<file path="src/rtl/stg_pkg.sv">
package stg_pkg;
  localparam int OS_N = 4;
  localparam int OS_W = 2;

  typedef enum logic [1:0] {
    MODE_FIXED      = 2'b00,
    MODE_MID_CUR    = 2'b01,
    MODE_MID_PREV   = 2'b10,
    MODE_MID_FIXOFS = 2'b11
  } mode_e;

  typedef struct packed {
    logic            t1_en;
    logic            t2_en;
    mode_e           mode;
    logic [OS_W-1:0] os;
  } ctl_t;

  localparam ctl_t CTL_RESET = '{t1_en: 1'b1, t2_en: 1'b0, mode: MODE_FIXED, os: '0};
endpackage

</file>
<file path="src/rtl/stg_ctl_reg.sv">
module stg_ctl_reg
  import stg_pkg::*;
(
  input  logic       clk,
  input  logic       rst,
  input  logic       we_i,
  input  logic [5:0] wdata_i,
  output ctl_t       ctl_o
);
  always_ff @(posedge clk) begin
    if (rst) ctl_o <= CTL_RESET;
    else if (we_i) ctl_o <= ctl_t'(wdata_i);
  end

  AST_CTL_HOLD: assert property (@(posedge clk) disable iff (rst)
    !we_i |=> $stable(ctl_o));
endmodule

</file>
<file path="src/rtl/stg_pos_calc.sv">
module stg_pos_calc
  import stg_pkg::*;
#(
  parameter int CNT_W = 14,
  parameter int OFS_W = 14
) (
  input  logic                          clk,
  input  logic                          rst,
  input  mode_e                         mode_i,
  input  logic [OS_W-1:0]               os_i,
  input  logic [CNT_W-1:0]              ev1_i,
  input  logic [CNT_W-1:0]              duty_i,
  input  logic [CNT_W-1:0]              prev_duty_i,
  input  logic signed [OFS_W-1:0]       adapt_ofs_i,
  input  logic signed [OFS_W-1:0]       fixed_ofs_i,
  input  logic [CNT_W-1:0]              prog_i,
  output logic [OS_N-1:0][CNT_W-1:0]    pos_o,
  output logic [OS_N-1:0]               mask_o
);
  localparam int SW = ((CNT_W > OFS_W) ? CNT_W : OFS_W) + 2;
  localparam logic signed [SW-1:0] MAXV = signed'({{(SW-CNT_W){1'b0}}, {CNT_W{1'b1}}});

  logic [CNT_W-1:0]        duty_sel;
  logic signed [OFS_W-1:0] ofs_sel;
  logic signed [SW-1:0]    ev_s, half_s, ofs_s, sum_s;
  logic [CNT_W-1:0]        mid;

  always_comb begin
    duty_sel = (mode_i == MODE_MID_PREV) ? prev_duty_i : duty_i;
    ofs_sel  = (mode_i == MODE_MID_FIXOFS) ? fixed_ofs_i : adapt_ofs_i;
    ev_s     = signed'(SW'(ev1_i));
    half_s   = signed'(SW'(duty_sel >> 1));
    ofs_s    = SW'(ofs_sel);
    sum_s    = ev_s + half_s + ofs_s;
    if (sum_s < 0)         mid = '0;
    else if (sum_s > MAXV) mid = '1;
    else                   mid = sum_s[CNT_W-1:0];
  end

  assign pos_o[0]  = (mode_i == MODE_FIXED) ? prog_i : mid;
  assign mask_o[0] = 1'b1;

  for (genvar k = 1; k < OS_N; k++) begin : g_os
    assign pos_o[k]  = prog_i >> k;
    assign mask_o[k] = (os_i >= OS_W'(k));
  end

  AST_MID_NO_WRAP: assert property (@(posedge clk) disable iff (rst)
    !ofs_sel[OFS_W-1] |-> (mid >= ev1_i));
endmodule

</file>
<file path="src/rtl/stg_pos_latch.sv">
module stg_pos_latch
  import stg_pkg::*;
#(
  parameter int CNT_W = 14
) (
  input  logic                       clk,
  input  logic                       rst,
  input  logic                       upd_i,
  input  logic [CNT_W-1:0]           duty_i,
  input  logic [OS_W-1:0]            os_i,
  input  logic [OS_N-1:0][CNT_W-1:0] pos_i,
  input  logic [OS_N-1:0]            mask_i,
  input  logic [CNT_W-1:0]           cmp2_i,
  output logic [OS_N-1:0][CNT_W-1:0] pos_q,
  output logic [OS_N-1:0]            mask_q,
  output logic [CNT_W-1:0]           cmp2_q,
  output logic [CNT_W-1:0]           prev_duty_q,
  output logic                       armed_q
);
  always_ff @(posedge clk) begin
    if (rst) begin
      pos_q       <= '0;
      mask_q      <= '0;
      cmp2_q      <= '0;
      prev_duty_q <= '0;
      armed_q     <= 1'b0;
    end else if (upd_i) begin
      pos_q       <= pos_i;
      mask_q      <= mask_i;
      cmp2_q      <= cmp2_i;
      prev_duty_q <= duty_i;
      armed_q     <= 1'b1;
    end
  end

  AST_POS_HELD: assert property (@(posedge clk) disable iff (rst)
    !upd_i |=> ($stable(pos_q) && $stable(mask_q) && $stable(cmp2_q) && $stable(prev_duty_q)));
  AST_OS_COUNT: assert property (@(posedge clk) disable iff (rst)
    upd_i |=> ($countones(mask_q) == $past(os_i) + 1));
  AST_UNARMED_EMPTY: assert property (@(posedge clk) disable iff (rst)
    !armed_q |-> (mask_q == '0));
endmodule

</file>
<file path="src/rtl/stg_pulse.sv">
module stg_pulse
  import stg_pkg::*;
#(
  parameter int CNT_W = 14
) (
  input  logic                       clk,
  input  logic                       rst,
  input  logic [CNT_W-1:0]           cnt_i,
  input  logic [OS_N-1:0][CNT_W-1:0] pos_i,
  input  logic [OS_N-1:0]            mask_i,
  input  logic [CNT_W-1:0]           cmp2_i,
  input  logic                       armed_i,
  input  logic                       t1_en_i,
  input  logic                       t2_en_i,
  output logic                       trig1_o,
  output logic                       trig2_o
);
  logic [OS_N-1:0] hit;

  for (genvar k = 0; k < OS_N; k++) begin : g_cmp
    assign hit[k] = mask_i[k] && (cnt_i == pos_i[k]);
  end

  always_ff @(posedge clk) begin
    if (rst) begin
      trig1_o <= 1'b0;
      trig2_o <= 1'b0;
    end else begin
      trig1_o <= t1_en_i && (|hit);
      trig2_o <= t2_en_i && armed_i && (cnt_i == cmp2_i);
    end
  end

  AST_T1_GATED: assert property (@(posedge clk) disable iff (rst)
    !t1_en_i |=> !trig1_o);
  AST_T2_GATED: assert property (@(posedge clk) disable iff (rst)
    !t2_en_i |=> !trig2_o);
  AST_T1_NEEDS_ARM: assert property (@(posedge clk) disable iff (rst)
    !armed_i |=> !trig1_o);
  AST_T1_NEEDS_HIT: assert property (@(posedge clk) disable iff (rst)
    (hit == '0) |=> !trig1_o);
endmodule

</file>
<file path="src/rtl/sample_trig_gen.sv">
module sample_trig_gen
  import stg_pkg::*;
#(
  parameter int CNT_W = 14,
  parameter int OFS_W = 14
) (
  input  logic                    clk,
  input  logic                    rst,
  input  logic [CNT_W-1:0]        cnt_i,
  input  logic                    upd_i,
  input  logic [CNT_W-1:0]        ev1_i,
  input  logic [CNT_W-1:0]        duty_i,
  input  logic signed [OFS_W-1:0] adapt_ofs_i,
  input  logic signed [OFS_W-1:0] fixed_ofs_i,
  input  logic [CNT_W-1:0]        prog_trig_i,
  input  logic [CNT_W-1:0]        trig2_cmp_i,
  input  logic                    ctl_we_i,
  input  logic [5:0]              ctl_wdata_i,
  output logic                    trig1_o,
  output logic                    trig2_o
);
  ctl_t                       ctl;
  logic [OS_N-1:0][CNT_W-1:0] pos_d, pos_q;
  logic [OS_N-1:0]            mask_d, mask_q;
  logic [CNT_W-1:0]           cmp2_q, prev_duty_q;
  logic                       armed_q;

  stg_ctl_reg i_ctl (
    .clk(clk), .rst(rst), .we_i(ctl_we_i), .wdata_i(ctl_wdata_i), .ctl_o(ctl)
  );

  stg_pos_calc #(.CNT_W(CNT_W), .OFS_W(OFS_W)) i_calc (
    .clk(clk), .rst(rst), .mode_i(ctl.mode), .os_i(ctl.os),
    .ev1_i(ev1_i), .duty_i(duty_i), .prev_duty_i(prev_duty_q),
    .adapt_ofs_i(adapt_ofs_i), .fixed_ofs_i(fixed_ofs_i), .prog_i(prog_trig_i),
    .pos_o(pos_d), .mask_o(mask_d)
  );

  stg_pos_latch #(.CNT_W(CNT_W)) i_latch (
    .clk(clk), .rst(rst), .upd_i(upd_i), .duty_i(duty_i), .os_i(ctl.os),
    .pos_i(pos_d), .mask_i(mask_d), .cmp2_i(trig2_cmp_i),
    .pos_q(pos_q), .mask_q(mask_q), .cmp2_q(cmp2_q),
    .prev_duty_q(prev_duty_q), .armed_q(armed_q)
  );

  stg_pulse #(.CNT_W(CNT_W)) i_pulse (
    .clk(clk), .rst(rst), .cnt_i(cnt_i), .pos_i(pos_q), .mask_i(mask_q),
    .cmp2_i(cmp2_q), .armed_i(armed_q), .t1_en_i(ctl.t1_en), .t2_en_i(ctl.t2_en),
    .trig1_o(trig1_o), .trig2_o(trig2_o)
  );
endmodule

</file>
<file path="config.mk">
export PLATFORM = sky130hd
export DESIGN_NAME = sample_trig_gen
export DESIGN_NICKNAME = d
export VERILOG_FILES = /design/src/rtl/stg_pkg.sv /design/src/rtl/stg_ctl_reg.sv /design/src/rtl/stg_pos_calc.sv /design/src/rtl/stg_pos_latch.sv /design/src/rtl/stg_pulse.sv /design/src/rtl/sample_trig_gen.sv
export SDC_FILE = /design/constraint.sdc
export NUM_CORES = 1
export LEC_CHECK = 0
export BUFFER_PORTS_ARGS = -buffer_cell sky130_fd_sc_hd__buf_4
export CAP_MARGIN = 40
export CORE_ASPECT_RATIO = 1.2
export CORE_UTILIZATION = 43
export CTS_BUF_LIST = sky130_fd_sc_hd__clkbuf_2 sky130_fd_sc_hd__clkbuf_4 sky130_fd_sc_hd__clkbuf_8
export DETAILED_ROUTE_END_ITERATION = 8
export HOLD_SLACK_MARGIN = 0.08
export PLACE_DENSITY = 0.66
export SYNTH_ARGS = -nofsm -noshare
export SYNTH_HDL_FRONTEND = slang
export SYNTH_SLANG_ARGS = --single-unit
</file>
<file path="constraint.sdc">
create_clock -name clk -period 5.85 [get_ports clk]
set_input_delay 0 -clock clk [delete_from_list [all_inputs] [get_ports clk]]
set_output_delay 0 -clock clk [all_outputs]
set_load 0.03 [all_outputs]
</file>
==> results.md, run 1 <==
- Compound-Gate Fraction of Synth Area: 15.7%
- CP Max Fanout: 11
- Routed len/inst: 16.3 µm
- Die width: 98.9 µm
- H-tree Lvls: 3
- Io pins: 110
- Initial antenna violation count: 0
- Routability cong.: 0.882
- Post-DRT Antenna Nets: 0
- Seq/Total Area, Yosys: 27.3%
- RSZ-0062 raised after global routing: no
- Final min period: 5.09 ns
- GRT Residual Overflow: 0
- Clock sink total: 66
- Post-CTS resize count: 0
- Worst skew pair latency: 0.35 ns
- Avg Vias per Cell: 5.36
- Main combinational cell family by area after synthesis: multiplexers
- Clock Path Buffers: 2
- Ys Warns: 0
- Synth cell count leaders: 66 x dfxtp_1, 62 x nor2_1, 48 x mux2i_1, 46 x xnor2_1, 39 x xor2_1
- Worst Hold Depth: 2
- Max Cap Viol: 0
- Pin count of the biggest net entering global routing: 65
- XOR/XNOR Fraction of Synth Area: 15.4%
- Crit end category: flip-flop
- Adder-cell area share of the yosys netlist: 9.08%
- Startpoint Class: flip-flop
- CTS tree: yes
- Worst reg2reg path depth: 20
- Count leader, synth: dfxtp_1
- Final TNS setup: 0 ns
- First-pass GRT wire length: 21.4 mm
- Layout cell share with drive strength beyond 1: 25.4%
- Flop-to-flop setup slack: 0.76 ns
- Clock skew: 0.0138 ns
- Worst Tran Pin Value: 0.909 ns
- Initial core utilization: 44.1%
- Root Buffer: clkbuf_8
- Final Cycle Share: 87.0%
- Final Non-Filler Cells: 818
- Site row count: 42
- Power Total: 0.00148 W
- Mapped Area: 0.00485 mm²
- Detailed Place HPWL: 9.79 mm
- Leakage power: 2.82 nW
- I/O Buffers: 108
- Syn Area/Cell: 9.05 µm²
- Synth cell types: 53
- 1st-iter DRT viols: 119
- VDD IR max: 0.145 mV
- Core ar.: 0.0110 mm²
- Layout area overhead: 32.8%
- WP data required: 6.04 ns
- Placed Cells: 746
- Vias in the first global route: 4452
- Synth Flop Type: dfxtp_1
- Worst setup margin: 0.760 ns
- Vias: 4384
- Synth area leaders: dfxtp_1 27%, mux2i_1 9.9%, xnor2_1 8.3%
- Worst-path clk slew: 0.08 ns
- Seq cells post-synth: 66
- Total GRT Usage: 23.5%
- Mux cell area share after synthesis: 15.9%
- Hold Path Class: input pin to flip-flop
- Fmax: 196 MHz
- Die height: 118 µm
- Simple-Gate Fraction of Synth Area: 13.6%
- Max-slew headroom: 39.4%
- Synth top area share: 27.3%
- Syn Inst Count: 536
- Final setup viols: 0
- Net count after synthesis: 678
- Nets: 823
- Fin. Hold Viols: 0
- Path type of the worst setup path: flip-flop to flip-flop
- Async SR Flop Fraction: 0%
- # diodes: 0
- Number of flops mapped to enable cells by yosys: 0
- First-pass DRT Iterations: 4
- Post-route DRC: 0
- Num CTS Buffers: 9
- Outcome: completed
- Fin. max-slew vios: 0
- Yosys top cell by area: dfxtp_1
- Final wirelength: 13.3 mm
- Cell Pwr Density: 230 mW/mm²
- CP arrival: 5.28 ns
- Die area: 0.0117 mm²
- Post-place setup slack: 0.845 ns
- Post CTS Setup Buffer Count: 0
[through the flow]
stage	instance area [µm²]	hold slack, ns	util (%)
after floorplan	4850	0.122	-
after global placement	5700	0.209	51.9
after detailed placement	5700	0.214	51.9
after CTS	6440	0.129	58.6
after global routing	6440	0.158	58.6
final	6440	0.143	58.6
[placed cells by master (no fill, tap or decap), drive strengths merged, types with 9 or more instances in the layout]
master | Yosys | layout
buf | 13 | 109
nor2 | 63 | 63
dfxtp | 66 | 66
nand3 | 10 | 10
a211oi | 16 | 16
o22ai | 13 | 13
dlygate4sd3 | 0 | 56
mux2i | 48 | 48
xnor2 | 46 | 46
mux2 | 26 | 26
o21ai | 18 | 18
nand4 | 9 | 9
xor2 | 39 | 39
ha | 32 | 32
a21oi | 24 | 24
nand2 | 18 | 18
clkbuf | 18 | 10
[power breakdown]
group          switching, W  internal (W)  total, W
Sequential        0.0000271      0.000481  0.000508
Combinational      0.000320      0.000296  0.000616
Clock              0.000190      0.000165  0.000355
[cell type report]
cell class / count / area, µm²
Clock buffer: 10 / 138
Clock inverter: 6 / 41.3
Tap cell: 132 / 165
Timing Repair Buffer: 165 / 1380
Sequential cell: 66 / 1320
Multi-Input combinational cell: 434 / 3380
Fill cell: 999 / 4540
Inverter: 5 / 18.8
[cell families (layout without fill, tap and decap cells)]
logic type / Yosys count / in the layout
buffers and inverters: 36 / 186
AND/OR/NAND/NOR: 137 / 137
AO/OA/AOI/OAI: 104 / 104
multiplexers: 74 / 74
adder cells (fa/ha/maj): 34 / 34
flip-flops: 66 / 66
XOR/XNOR: 85 / 85
[worst max-delay path, cell delays in order (launching register included)]
cell	delay, ns
dfxtp_1	0.39
nand2b_1	0.18
buf_4	0.21
mux2_2	0.35
ha_1	0.21
fa_1	0.40
nand3_1	0.12
a31oi_1	0.13
a221o_1	0.32
a21o_1	0.20
a21o_1	0.19
a21oi_1	0.21
xnor2_1	0.16
ha_1	0.33
a21oi_2	0.21
and2_1	0.16
o21ai_1	0.07
a211o_1	0.29
a211o_2	0.35
nor2_4	0.32
a211oi_1	0.13
[state kept, by name, indices dropped and copies added (netlist names)]
| register | count |
|---|---|
| i_latch.prev_duty_q | 13 |
| i_ctl.ctl_o | 6 |
| i_latch.mask_q | 4 |
| i_latch.cmp2_q | 14 |
| i_latch.pos_q | 27 |
| i_pulse.trig1_o | 1 |
| i_pulse.trig2_o | 1 |
[routing by layer]
layer	GRT usage, %	vias up	share of wire (%)
li1	-	2198	-
met1	26.6	2043	41
met2	43.1	118	52
met3	4.26	25	3.5
met4	8.86	0	2.8
met5	0	-	0
[worst paths after layout]
| check | from | end |
|---|---|---|
| setup reg to reg | i_ctl.ctl_o[2] | i_latch.pos_q[1] |
| hold / removal | rst | i_latch.pos_q[15] |
| setup / recovery | i_ctl.ctl_o[2] | i_latch.pos_q[1] |
| hold reg to reg | i_ctl.ctl_o[5] | i_pulse.trig1_o |
[repair_timing]
action	CTS	global route
hold buffers	56	0
setup endpoints to repair	0	0
endpoints found under the hold margin	60	0
(Power assumes the default switching activity.)
==> inputs of run 2 (changes only) <==
- clock period: 5.85 -> 5.2 ns (I/O delays scaled with it)
==> results.md, run 2 (synthesized netlist as in run 1, its figures left out) <==
- Cell Pwr Density: 259 mW/mm²
- Commonest non-fill, non-tap cell in the layout: buf_4
- Post-DRT Antenna Nets: 0
- CP arrival: 5.03 ns
- CP Max Fanout: 12
- Most frequent cells in the layout: 109 x buf_4, 66 x dfxtp_1, 62 x nor2_1
- Final min period: 4.84 ns
- Reg-to-reg startpoint: i_ctl.ctl_o[2]
- Placed Cells: 746
- Hold Crit Start: rst
- Vias: 4458
- Site row count: 42
- Final Cycle Share: 93.1%
- # diodes: 0
- Die area: 0.0117 mm²
- Outcome: completed
- Initial core utilization: 44.1%
- Post-route DRC: 0
- Leakage power: 2.84 nW
- Register area: 0.00132 mm²
- Max-slew headroom: 40.4%
- I/O Buffers: 108
- Fin. max-slew vios: 0
- Routed len/inst: 16.2 µm
- Root Buffer: clkbuf_8
- CTS tree: yes
- Critical path launch point: i_ctl.ctl_o[2]
- Fmax: 206 MHz
- Routability cong.: 0.885
- Pin count of the biggest net entering global routing: 65
- Crit end category: flip-flop
- Startpoint Class: flip-flop
- H-tree Lvls: 3
- Post-CTS resize count: 0
- Die height: 118 µm
- Clock skew: 0.0140 ns
- Final Non-Filler Cells: 819
- Power Total: 0.00168 W
- Worst Tran Pin Value: 0.894 ns
- Nets: 824
- 1st-iter DRT viols: 174
- Fillers: 973
- Max Cap Viol: 0
- Max reg flops: 27
- Die width: 98.9 µm
- Largest Register: i_latch.pos_q
- Worst-path clk slew: 0.07 ns
- Clock Path Buffers: 2
- Final TNS setup: 0 ns
- Hold Path Class: input pin to flip-flop
- Initial antenna violation count: 0
- Core ar.: 0.0110 mm²
- RSZ-0062 raised after global routing: no
- Final Instance Area: 0.00647 mm²
- Fin. Hold Viols: 0
- Total GRT Usage: 23.4%
- GRT Residual Overflow: 0
- Num CTS Buffers: 9
- Avg Vias per Cell: 5.44
- Final wirelength: 13.3 mm
- Io pins: 110
- Largest registers: i_latch.pos_q: 27 flops, i_latch.cmp2_q: 14 flops, i_latch.prev_duty_q: 13 flops
- First-pass DRT Iterations: 4
- First-pass GRT wire length: 21.6 mm
- Area of the multi-input gates: 0.00338 mm²
- VDD IR max: 0.123 mV
- Placed cell areas: 0.00570 mm²
- Path type of the worst setup path: flip-flop to flip-flop
- Layout area overhead: 33.4%
- Final setup viols: 0
- Fin Hold WS: 0.152 ns
- Layout cell share with drive strength beyond 1: 25.5%
- WP data required: 5.39 ns
- Clock sink total: 66
- Vias in the first global route: 4550
- Worst skew pair latency: 0.34 ns
- Detailed Place HPWL: 9.83 mm
## run 2: changes by cell type in the layout (fill, tap and decap cells not counted), sizes merged
cell,previous run,this run
clkinvlp,3,2
buf,109,110
clkbuf,10,11
## run 2: timing repair
item                                   CTS  global route
endpoints found under the hold margin   59             0
setup buffers                            0             1
setup endpoints to repair                0             5
hold buffers                            56             0
## run 2: worst paths after layout
kind / slack [ns] / to / cells after the start
worst max-delay path: 0.36 / i_latch.pos_q[1] / 20
worst min-delay path: 0.15 / i_latch.pos_q[26] / 2
worst max register to register: 0.36 / i_latch.pos_q[1] / 20
worst min register to register: 0.48 / i_pulse.trig1_o / 1
## run 2: power breakdown
part	total [W]	leakage [nW]	switching (W)	internal [W]
Clock	0.000407	0.0919	0.000206	0.000201
Combinational	0.000698	2.20	0.000362	0.000336
Sequential	0.000571	0.545	0.0000303	0.000541
Total	0.00168	2.84	0.000598	0.00108
## run 2: layout make-up
cell class / count / share of cell area (%)
Timing Repair Buffer: 166 / 21.6
Clock inverter: 5 / 0.580
Clock buffer: 11 / 2.34
Sequential cell: 66 / 20.4
Inverter: 5 / 0.290
Multi-Input combinational cell: 434 / 52.2
Tap cell: 132 / 2.55
## run 2: routing by layer
metal,part of all wire [%],GRT usage [%]
met2,52,43.1
met3,3.9,3.31
met4,3.3,10.8
met1,41,26.3
met5,0,0
## run 2: metrics by stage
| step | setup WS, ns | util, % |
|---|---|---|
| 6_report | 0.357 | 58.9 |
| 5_1_grt | 0.00897 | 58.9 |
| 4_1_cts | 0.317 | 58.7 |
| 3_5_place_dp | 0.344 | 51.9 |
| 3_3_place_gp | 0.457 | 51.9 |
| 2_1_floorplan | 0.601 | - |
## run 2: worst max-delay path, cell delays in order (launching register included)
cell and delay, ns:
dfxtp_1 0.38, nand2b_1 0.15, buf_4 0.22, mux2_2 0.38, fa_1 0.43, nand3_1 0.12, a31oi_1 0.12, a221o_1 0.32
a21o_1 0.21, a21o_1 0.18, a21oi_1 0.22, xnor2_1 0.16, ha_1 0.32, a21oi_2 0.22, and2_1 0.17, o21ai_1 0.06
a211o_1 0.29, a211o_2 0.35, nor2_4 0.16, buf_12 0.16, a211oi_1 0.07
==> inputs of run 3 (changes only) <==
- CORE_MARGIN: unset -> 4
==> results.md, run 3 (synthesized netlist as in run 1, its figures left out) <==
- Cell Pwr Density: 279 mW/mm²
- # diodes: 0
- Routed len/inst: 16.6 µm
- Post-route DRC: 0
- 1st-iter DRT viols: 185
- Most frequent cells in the layout: 109 x buf_4, 66 x dfxtp_1, 62 x nor2_1
- First-pass DRT Iterations: 4
- Max Cap Viol: 0
- Buf/Inv on CP: 0
- GRT Residual Overflow: 0
- Initial antenna violation count: 0
- Largest registers: i_latch.pos_q: 27 flops, i_latch.cmp2_q: 14 flops, i_latch.prev_duty_q: 13 flops
- Io pins: 110
- H-tree Lvls: 3
- Worst reg2reg path depth: 19
- Vias: 4455
- Post CTS Setup Buffer Count: 0
- VDD IR max: 0.160 mV
- RSZ-0062 raised after global routing: no
- Site row count: 42
- Largest stage delay, worst path: 0.40 ns
- Final setup viols: 0
- Layout cell share with drive strength beyond 1: 25.4%
- Die area: 0.0130 mm²
- Initial core utilization: 43.9%
- Layout area overhead: 34.3%
- Post-CTS resize count: 0
- Path type of the worst setup path: flip-flop to flip-flop
- Total GRT Usage: 20.6%
- Stages on the worst setup path: 19
- Max-slew headroom: 39.1%
- Max reg flops: 27
- Crit end category: flip-flop
- Commonest non-fill, non-tap cell in the layout: buf_4
- Fillers: 974
- Crit path cell chain: nand2b_1, mux2_2, ha_1, fa_1, nand3_1, a31oi_1, a221o_1, a21o_1, a21o_1, a21oi_1, xnor2_1, ha_1, a21oi_2, and2_1, o21ai_1, a211o_1, a211o_2, nor2_4, a211oi_1
- CP arrival: 5.09 ns
- Fin. max-slew vios: 0
- Final min period: 4.87 ns
- Detailed Place HPWL: 9.98 mm
- Final Cycle Share: 93.7%
- Fmax: 205 MHz
- Core ar.: 0.0110 mm²
- Routability cong.: 0.905
- Root Buffer: clkbuf_8
- Final TNS setup: 0 ns
- Nets: 823
- CP Max Fanout: 11
- CP top delay family: compound AO/OA/AOI/OAI gates
- WP data required: 5.42 ns
- Slowest-stage cell, CP: dfxtp_1
- Worst-path clk slew: 0.09 ns
- Die width: 105 µm
- Pin count of the biggest net entering global routing: 65
- Outcome: completed
- Clock sink total: 66
- Post-layout util: 59.0%
- Flop-to-flop setup slack: 0.33 ns
- Avg Vias per Cell: 5.45
- Post-DRT Antenna Nets: 0
- Worst skew pair latency: 0.36 ns
- Worst Tran Pin Value: 0.914 ns
- Clock skew: 0.0145 ns
- Vias in the first global route: 4533
- Startpoint Class: flip-flop
- First-pass GRT wire length: 21.9 mm
- I/O Buffers: 108
- Fin. Hold Viols: 0
- Final wirelength: 13.6 mm
- CTS tree: yes
- Leakage power: 2.86 nW
- Clock Path Buffers: 2
- Largest Register: i_latch.pos_q
- Num CTS Buffers: 9
- Worst Hold Depth: 2
- Die height: 124 µm
- Hold Path Class: input pin to flip-flop
-- run 3: changes by cell type in the layout (fill, tap and decap cells not counted) --
cell	change
clkbuf_8	-2
buf_12	-1
clkinvlp_4	-2
clkinv_2	-1
clkinv_4	+1
inv_6	+1
bufinv_16	+3
-- run 3: what timing repair did --
item | CTS | global route
hold endpoints to repair | 61 | 0
hold buffers | 56 | 0
setup endpoints to repair | 0 | 0
-- run 3: power by group --
part           internal (W)  switching (W)  total [W]
clock network      0.000323       0.000224   0.000547
logic              0.000333       0.000365   0.000698
registers          0.000541      0.0000299   0.000571
total               0.00120       0.000618    0.00182
-- run 3: metrics by stage --
step	setup WS [ns]	cells	area [µm²]	total power (W)	hold slack, ns
2_1_floorplan	0.601	536	4850	0.00106	0.122
3_3_place_gp	0.466	746	5700	0.00123	0.209
3_5_place_dp	0.392	746	5700	0.00124	0.216
4_1_cts	0.348	818	6510	0.00182	0.134
5_1_grt	0.0148	818	6510	0.00192	0.154
6_report	0.330	818	6510	0.00182	0.140
-- run 3: layout make-up --
cell class / instances / area [µm²] / area share [%]
clock buffer: 9 / 124 / 1.90
clock inverter: 7 / 125 / 1.92
inverter: 5 / 18.8 / 0.288
multi-input combinational: 434 / 3380 / 51.9
sequential: 66 / 1320 / 20.3
tap: 132 / 165 / 2.54
timing repair buffer: 165 / 1380 / 21.2
-- run 3: path summary, 6_finish.rpt --
kind,start,endpoint
worst max register to register,i_ctl.ctl_o[2],i_latch.pos_q[1]
worst max-delay path,i_ctl.ctl_o[2],i_latch.pos_q[1]
worst min-delay path,rst,i_ctl.ctl_o[0]
worst min register to register,i_ctl.ctl_o[5],i_pulse.trig1_o
-- run 3: per-layer routing --
layer / wire, µm / global-route usage (%) / vias to the layer above
li1: - / - / 2202
met1: 5610 / 23.4 / 2088
met2: 7040 / 38.6 / 139
met3: 634 / 3.27 / 26
met4: 320 / 7.10 / 0
met5: 0 / 0 / -
